===== src/rtl/vl_cfg_pkg.sv =====
package vl_cfg_pkg;
  localparam logic [5:0] PRIMARY_OP = 6'd19;

  typedef struct packed {
    logic [4:0] rt;
    logic [4:0] ra;
    logic [5:0] imm;
    logic       vs;
    logic       ms;
    logic       rc;
  } fields_t;
endpackage


===== src/rtl/vl_cfg_decode.sv =====
module vl_cfg_decode
  import vl_cfg_pkg::*;
#(
  parameter logic [5:0] XO_MATCH = 6'b010110
) (
  input  logic        valid_i,
  input  logic [31:0] insn_i,
  output fields_t     fields_o,
  output logic        exec_o,
  output logic        not_mine_o,
  output logic        illegal_o
);
  logic       op_hit;
  logic       xo_hit;
  logic       rsvd;

  // bit k (MSB-first numbering) lives at insn_i[31-k]
  assign op_hit = (insn_i[31:26] == PRIMARY_OP);
  assign xo_hit = ({insn_i[8], insn_i[5:1]} == XO_MATCH);
  assign rsvd   = insn_i[9];

  always_comb begin
    fields_o.rt  = insn_i[25:21];
    fields_o.ra  = insn_i[20:16];
    fields_o.imm = insn_i[15:10];
    fields_o.vs  = insn_i[7];
    fields_o.ms  = insn_i[6];
    fields_o.rc  = insn_i[0];
  end

  assign not_mine_o = valid_i && !(op_hit && xo_hit);
  assign illegal_o  = valid_i && op_hit && xo_hit && rsvd;
  assign exec_o     = valid_i && op_hit && xo_hit && !rsvd;
endmodule


===== src/rtl/vl_cfg_compute.sv =====
module vl_cfg_compute #(
  parameter int unsigned XLEN  = 64,
  parameter int unsigned IMM_W = 6,
  localparam int unsigned LEN_W = IMM_W + 1
) (
  input  logic [IMM_W-1:0] imm_i,
  input  logic             vs_i,
  input  logic             ms_i,
  input  logic             ra_nz_i,
  input  logic [XLEN-1:0]  ra_val_i,
  input  logic [LEN_W-1:0] vl_i,
  input  logic [LEN_W-1:0] mvl_i,
  output logic [LEN_W-1:0] vl_o,
  output logic [LEN_W-1:0] mvl_o
);
  logic [LEN_W-1:0] imm_len;
  logic [XLEN-1:0]  req;
  logic [XLEN-1:0]  cap;

  assign imm_len = LEN_W'(imm_i) + LEN_W'(1);
  assign mvl_o   = ms_i ? imm_len : mvl_i;
  assign cap     = XLEN'(mvl_o);

  always_comb begin
    if (!vs_i)        req = XLEN'(vl_i);
    else if (ra_nz_i) req = ra_val_i;
    else              req = XLEN'(imm_len);
  end

  // unsigned compare over full width so huge register values clamp
  assign vl_o = (req < cap) ? req[LEN_W-1:0] : mvl_o;
endmodule


===== src/rtl/vl_cfg_cr.sv =====
module vl_cfg_cr #(
  parameter int unsigned XLEN  = 64,
  parameter int unsigned LEN_W = 7
) (
  input  logic [LEN_W-1:0] vl_i,
  input  logic             so_i,
  output logic [3:0]       cr_o
);
  logic signed [XLEN-1:0] val;

  assign val  = $signed(XLEN'(vl_i));
  assign cr_o = {val < 0, val > 0, val == 0, so_i};
endmodule


===== src/rtl/vl_cfg_unit.sv =====
module vl_cfg_unit
  import vl_cfg_pkg::*;
#(
  parameter int unsigned XLEN     = 64,
  parameter int unsigned IMM_W    = 6,
  parameter logic [5:0]  XO_MATCH = 6'b010110,
  localparam int unsigned LEN_W   = IMM_W + 1
) (
  input  logic             clk_i,
  input  logic             rst_ni,
  input  logic             valid_i,
  input  logic [31:0]      insn_i,
  input  logic [XLEN-1:0]  ra_val_i,
  input  logic [LEN_W-1:0] vl_i,
  input  logic [LEN_W-1:0] mvl_i,
  input  logic             so_i,
  output logic             valid_o,
  output logic             not_mine_o,
  output logic             illegal_o,
  output logic             vl_we_o,
  output logic [LEN_W-1:0] vl_o,
  output logic             mvl_we_o,
  output logic [LEN_W-1:0] mvl_o,
  output logic             rd_we_o,
  output logic [4:0]       rd_addr_o,
  output logic [XLEN-1:0]  rd_data_o,
  output logic             cr_we_o,
  output logic [3:0]       cr0_o
);
  fields_t          f;
  logic             exec, nm, ill;
  logic [LEN_W-1:0] vl_new, mvl_new;
  logic [3:0]       cr_new;

  vl_cfg_decode #(.XO_MATCH(XO_MATCH)) u_dec (
    .valid_i   (valid_i),
    .insn_i    (insn_i),
    .fields_o  (f),
    .exec_o    (exec),
    .not_mine_o(nm),
    .illegal_o (ill)
  );

  vl_cfg_compute #(.XLEN(XLEN), .IMM_W(IMM_W)) u_cmp (
    .imm_i   (f.imm),
    .vs_i    (f.vs),
    .ms_i    (f.ms),
    .ra_nz_i (f.ra != 5'd0),
    .ra_val_i(ra_val_i),
    .vl_i    (vl_i),
    .mvl_i   (mvl_i),
    .vl_o    (vl_new),
    .mvl_o   (mvl_new)
  );

  vl_cfg_cr #(.XLEN(XLEN), .LEN_W(LEN_W)) u_cr (
    .vl_i(vl_new),
    .so_i(so_i),
    .cr_o(cr_new)
  );

  always_ff @(posedge clk_i or negedge rst_ni) begin
    if (!rst_ni) begin
      valid_o    <= 1'b0;
      not_mine_o <= 1'b0;
      illegal_o  <= 1'b0;
      vl_we_o    <= 1'b0;
      mvl_we_o   <= 1'b0;
      rd_we_o    <= 1'b0;
      cr_we_o    <= 1'b0;
      vl_o       <= '0;
      mvl_o      <= '0;
      rd_addr_o  <= '0;
      rd_data_o  <= '0;
      cr0_o      <= '0;
    end else begin
      valid_o    <= valid_i;
      not_mine_o <= nm;
      illegal_o  <= ill;
      vl_we_o    <= exec;
      mvl_we_o   <= exec;
      rd_we_o    <= exec && (f.rt != 5'd0);
      cr_we_o    <= exec && f.rc;
      if (exec) begin
        vl_o      <= vl_new;
        mvl_o     <= mvl_new;
        rd_addr_o <= f.rt;
        rd_data_o <= XLEN'(vl_new);
        cr0_o     <= cr_new;
      end
    end
  end

  p_one_cycle_r10: assert property (@(posedge clk_i) disable iff (!rst_ni)
    valid_i |=> valid_o);
  p_idle_quiet_r10: assert property (@(posedge clk_i) disable iff (!rst_ni)
    !valid_o |-> !(not_mine_o || illegal_o || vl_we_o || mvl_we_o || rd_we_o || cr_we_o));
  p_foreign_r1: assert property (@(posedge clk_i) disable iff (!rst_ni)
    not_mine_o |-> !(vl_we_o || mvl_we_o || rd_we_o || cr_we_o || illegal_o));
  p_reserved_r2: assert property (@(posedge clk_i) disable iff (!rst_ni)
    illegal_o |-> !(vl_we_o || mvl_we_o || rd_we_o || cr_we_o));
  p_keep_vl_r4: assert property (@(posedge clk_i) disable iff (!rst_ni)
    (exec && !f.vs) |=> (vl_o <= $past(vl_i)));
  p_keep_mvl_r6: assert property (@(posedge clk_i) disable iff (!rst_ni)
    (exec && !f.ms) |=> (mvl_o == $past(mvl_i)));
  p_clamp_r7: assert property (@(posedge clk_i) disable iff (!rst_ni)
    vl_we_o |-> (mvl_we_o && vl_o <= mvl_o));
  p_rd_gate_r8: assert property (@(posedge clk_i) disable iff (!rst_ni)
    rd_we_o |-> (rd_addr_o != 5'd0 && rd_data_o == XLEN'(vl_o)));
  p_cr_src_r9: assert property (@(posedge clk_i) disable iff (!rst_ni)
    cr_we_o |-> (!cr0_o[3] && cr0_o[1] == (vl_o == '0) && cr0_o[2] == (vl_o != '0)));
endmodule


===== config.mk =====
export PLATFORM = sky130hd
export DESIGN_NAME = vl_cfg_unit
export DESIGN_NICKNAME = d
export VERILOG_FILES = /design/src/rtl/vl_cfg_pkg.sv /design/src/rtl/vl_cfg_decode.sv /design/src/rtl/vl_cfg_compute.sv /design/src/rtl/vl_cfg_cr.sv /design/src/rtl/vl_cfg_unit.sv
export SDC_FILE = /design/constraint.sdc
export NUM_CORES = 1
export LEC_CHECK = 0
export CAP_MARGIN = 20
export CORE_AREA = 5 5 77 79
export CTS_CLUSTER_SIZE = 8
export DETAILED_ROUTE_END_ITERATION = 10
export DIE_AREA = 0 0 82 84
export DONT_BUFFER_PORTS = 1
export GPL_ROUTABILITY_DRIVEN = 0
export REMOVE_ABC_BUFFERS = 1
export SYNTH_ARGS = -nofsm -noshare
export SYNTH_HDL_FRONTEND = slang
export SYNTH_SLANG_ARGS = --single-unit
export TNS_END_PERCENT = 100

===== constraint.sdc =====
create_clock -name clk_i -period 1.9 [get_ports clk_i]
set_input_delay 0.19 -clock clk_i [delete_from_list [all_inputs] [get_ports clk_i]]
set_output_delay 0.19 -clock clk_i [all_outputs]
set_load 0.05 [all_outputs]

---- Yosys cells after proc, flatten, opt, wreduce, memory -nomap -nowiden ----
Cells that the tools add are included.
operators by class
  eq/ne operators ......................... 2
  $lt $le $gt $ge ......................... 3
  multiplexer cells ....................... 4
  reductions and logical operators ........ 13
  add/sub/neg operators ................... 1
operators with widths
  kind                                                 number
  2-to-1 mux 64 bit                                    2
  logical NOT 64 bit                                   1
  < comparator 64 x 7 -> 1 bit                         1
  2-to-1 mux 7 bit                                     2
  equality test 6 x 5 -> 1 bit, second input constant  2
  nonzero test 5 bit                                   2
  logical AND 1 bit                                    8
  adder 6 x 1 -> 7 bit, second input constant          1
  > comparator 7 x 1 -> 1 bit, second input constant   1
  < comparator 7 x 1 -> 1 bit, second input constant   1
  logical NOT 1 bit                                    2
word-level totals
  word-level logic and storage cells ...... 33
  output and inout port bits .............. 94
  bits of input ports ..................... 114
  bits in registers ....................... 29

---- Longest topological paths before layout ----
  depth in word-level cells ............... 6
  mapped depth ............................ 12
  mapped depth without buffers ............ 11

---- Hierarchy ----
A second synthesis with hierarchy kept.
unflattened totals
  cells, all modules ...................... 265
  area, all modules ....................... 2572.5 µm²
modules (own cells, without submodules)
  module          sequential area each (µm²)  cells an instance  instances  area each (µm²)
  vl_cfg_unit     725.7                       127                1          1527.7
  vl_cfg_compute  0.0                         104                1          794.5
  vl_cfg_decode   0.0                         27                 1          203.9
  vl_cfg_cr       0.0                         7                  1          46.3

---- Worst setup path after synthesis ----
No wires, ideal clock.
  kind .................................... input to register
  start point ............................. input insn_i[17]
  end point ............................... register cr0_o[1]
  data required time ...................... 1.776 ns
  buffers on the path ..................... 1
  data arrival time ....................... 2.577 ns
  stages on the path ...................... 11
  setup slack ............................. -0.801 ns
  setup time .............................. 0.124 ns
  cell sequence ........................... or3_1 > nor2_1 > o221ai_1 > ha_1 > a211o_1 > a21oi_1 > nor4b_1 > o221ai_1 > buf_2 > and3_1 > a211o_1
on the way
  cells in the longest elaborated chain, start to end .. 6
RTL lines
  element                       RTL line              source
  from (decl)                   vl_cfg_unit.sv:12     input logic [31:0] insn_i,
  nonzero test 5 bit (*)        vl_cfg_unit.sv:48     .ra_nz_i (f.ra != 5'd0),
  2-to-1 mux 64 bit (*)         vl_cfg_compute.sv:26  else if (ra_nz_i) req = ra_val_i;
  2-to-1 mux 64 bit (*)         vl_cfg_compute.sv:25  if (!vs_i) req = XLEN'(vl_i);
  < comparator 64 x 7 -> 1 bit  vl_cfg_compute.sv:31  assign vl_o = (req < cap) ? req[LEN_W-1:0] : mvl_o;
  2-to-1 mux 7 bit (*)          vl_cfg_compute.sv:31
  logical NOT 64 bit (*)        vl_cfg_cr.sv:12       assign cr_o = {val < 0, val > 0, val == 0, so_i};
  to (signal assigned)          vl_cfg_unit.sv:89     cr0_o <= cr_new;
  to (decl)                     vl_cfg_unit.sv:28     output logic [3:0] cr0_o
Mark *: on every way between the ends. The rest lies on a longest branch, timed or not.
A chain may end at the register's enable or synchronous reset.

---- Worst setup path after layout ----
Same ends and word-level chain as after synthesis.

==> out/results.tsv <==
metric	value	unit
grt_use_total	18.8	%
critPathMaxFanout	5	
crit_path_start_kind	primary input	
violations	negative setup slack	
wirelength	7.01	mm
clk_latency	0.27	ns
pin_count	208	
leakagePower	1.37	nW
area_growth	20.4	%
final_antenna_net_count	0	
numCtsBuffers	3	
yosysTopAreaCell	dfrtp_1	
finalCriticalPeriod	2.39	ns
vias	2013	
io_buffers	0	
row_count	27	
slew_viol_final	0	
tightest_slew	0.503	ns
rsz0062_at_grt	yes	
n_fill_cell	528	
holdWs	0.0236	ns
maxCapViolCount	0	
nets	447	
cts_tree	yes	
start_util	43.9	%
worstSetupPathType	in -> reg	
yosysSeqAreaShare	30.3	%
syn_area	2320	sq um
worstPathArrival	2.55	ns
worstSetupEndpointType	register	
fin_crit_sh	126	%
die_area	6890	sq um
skew	0	ns
drt-initial-drc-count	71	
clkSinkCount	28	
grt_start_max_net_pins	29	
diodes	0	
cts.clk_slew.worst_paths	0.10	ns
cp.required	2.07	ns
first_pass_iters	4	
vias_per_cell	5.07	
peakVddDrop	0.394	mV
synth-edff-count	0	
min_path_type	in -> reg	
wl_per_cell	17.7	um
setup_viol_count_final	9	
fin_area	2790	sq um
syn_area_per_cell	8.21	sq um
drive_gt1_share	28.3	%
syn_inst	282	
yosys_most_used_dff	dfrtp_1	
dp_hpwl	5.85	mm
die_height	84	um
fp.coreArea	5270	sq um
fmaxAchievable	0.419	GHz
yosysMostFrequentCell	buf_4	
synth_top_area_share	30.3	%
antenna_found_initial	0	
cts_buffer_depth	2	
grt_pass1_wl	10.0	mm
ys_ff_latch	28	
grt_pass1_vias	2008	
grt_overflow	0	
drcViolationCount	0	
synthTopCellsByArea	dfrtp_1, buf_4, nand2_1, nor4_1, ha_1	
finalHoldViolations	0	
maxSlewHeadroom	66.5	%
yosysWarnings	0	
cts.htree.levels	1	
ys_top_cells_by_count	buf_4, nand2_1, dfrtp_1, nor4_1, nor2_1	
synthArstFlopShare	100	%
layout_setup_ws	-0.487	ns
status	finished with violations	
cts_root_buf	clkbuf_8	
power_density	596	nW/um^2
die_width	82	um
synth.distinct_cells	47	
post_dp_cell_area	2440	sq um
## cells by family (layout without fill, tap and decap cells)
| group | count (synthesis) | in the layout | share of synthesized area [%] |
|---|---|---|---|
| compound gates | 43 | 43 | 11.7 |
| xor+xnor | 3 | 3 | 1.13 |
| fa+ha+maj | 7 | 7 | 3.78 |
| buf+inv | 81 | 67 | 24.2 |
| flops | 28 | 28 | 30.3 |
| mux | 6 | 6 | 2.65 |
| other cells | 1 | 58 | 0.162 |
| simple gates | 113 | 113 | 26.1 |
## flip-flops by register name, summed over array words and instances (netlist names)
| name | flops |
|---|---|
| cr_we_o | 1 |
| vl_o | 7 |
| illegal_o | 1 |
| rd_we_o | 1 |
| valid_o | 1 |
| mvl_we_o | 1 |
| not_mine_o | 1 |
| rd_addr_o | 5 |
| cr0_o | 3 |
| mvl_o | 7 |
## cells in the final DEF (no fill, tap or decap), types with 4 or more instances in the layout
cell,count
buf_4,50
a21oi_2,4
o21ai_0,4
nand4_1,4
inv_1,6
nor2_1,12
o21ai_1,9
conb_1,58
nand2_1,39
ha_1,5
mux2i_1,5
a21oi_1,5
dfrtp_1,28
nor4_1,16
nand3_1,5
## power breakdown
| part | total, mW | internal [mW] | switching (mW) |
|---|---|---|---|
| Combinational | 0.590 | 0.179 | 0.411 |
| Clock | 0.460 | 0.282 | 0.178 |
| Sequential | 0.611 | 0.599 | 0.0126 |
| Total | 1.66 | 1.06 | 0.602 |
## worst paths after layout
path	from	to	slack [ns]	cells after the start
min	insn_i[22]	rd_addr_o[1]$_DFFE_PN0P_	0.02	2
max in group asynchronous	rst_ni	mvl_we_o$_DFF_PN0_	1.39	2
max reg2reg	cr0_o[2]$_DFFE_PN0P_	cr0_o[2]$_DFFE_PN0P_	0.87	2
max	insn_i[17]	cr0_o[1]$_DFFE_PN0P_	-0.49	10
min in group asynchronous	rst_ni	cr0_o[0]$_DFFE_PN0P_	0.36	2
min reg2reg	vl_o[3]$_DFFE_PN0P_	vl_o[3]$_DFFE_PN0P_	0.51	2
## what timing repair did
| action | 4_1_cts | 5_1_grt |
|---|---|---|
| endpoints found under the hold margin | 29 | 0 |
| buffers inserted | 3 | 4 |
| resized for setup | 17 | 26 |
| pin swaps | 13 | 9 |
| endpoints found under the setup margin | 9 | 9 |
| hold buffers | 3 | 0 |
## layout make-up
type	count	area [sq um]	share of cell area (%)
timing repair buffer	56	449	16.1
tap	72	90.1	3.23
inverter	7	26.3	0.942
sequential	28	701	25.1
clock inverter	1	30.0	1.08
clock buffer	3	41.3	1.48
multi-input combinational	230	1450	52.0
## critical path: stages
cell and delay (ns):
or3_4 0.38, nor2_4 0.14, o221ai_2 0.12, ha_1 0.32, a211o_1 0.35, a21oi_2 0.12, nor4b_4 0.26, o221ai_4 0.19
and3_1 0.23, a211o_1 0.26
## per-stage QoR
step / power, mW / setup TNS [ns] / setup slack [ns] / util, % / cells
after global placement: 1.11 / -9.98 / -0.985 / 46.3 / 384
after floorplan: 1.02 / -8.65 / -1.09 / - / 265
after detailed placement: 1.11 / -10.98 / -1.10 / 46.3 / 384
after CTS: 1.63 / -3.41 / -0.433 / 50.2 / 394
final: 1.66 / -3.95 / -0.487 / 52.9 / 397
after global routing: 1.74 / -4.57 / -0.533 / 52.9 / 397
## metal layers
layer  up-vias  wire (um)  GRT usage (%)
met5         -          0              0
met4         0        159           7.25
met2       117       3950           35.5
met1       933       2320           19.3
met3        12        580           4.00
li1        951          -              -
Power figures use the tool's default switching activity.
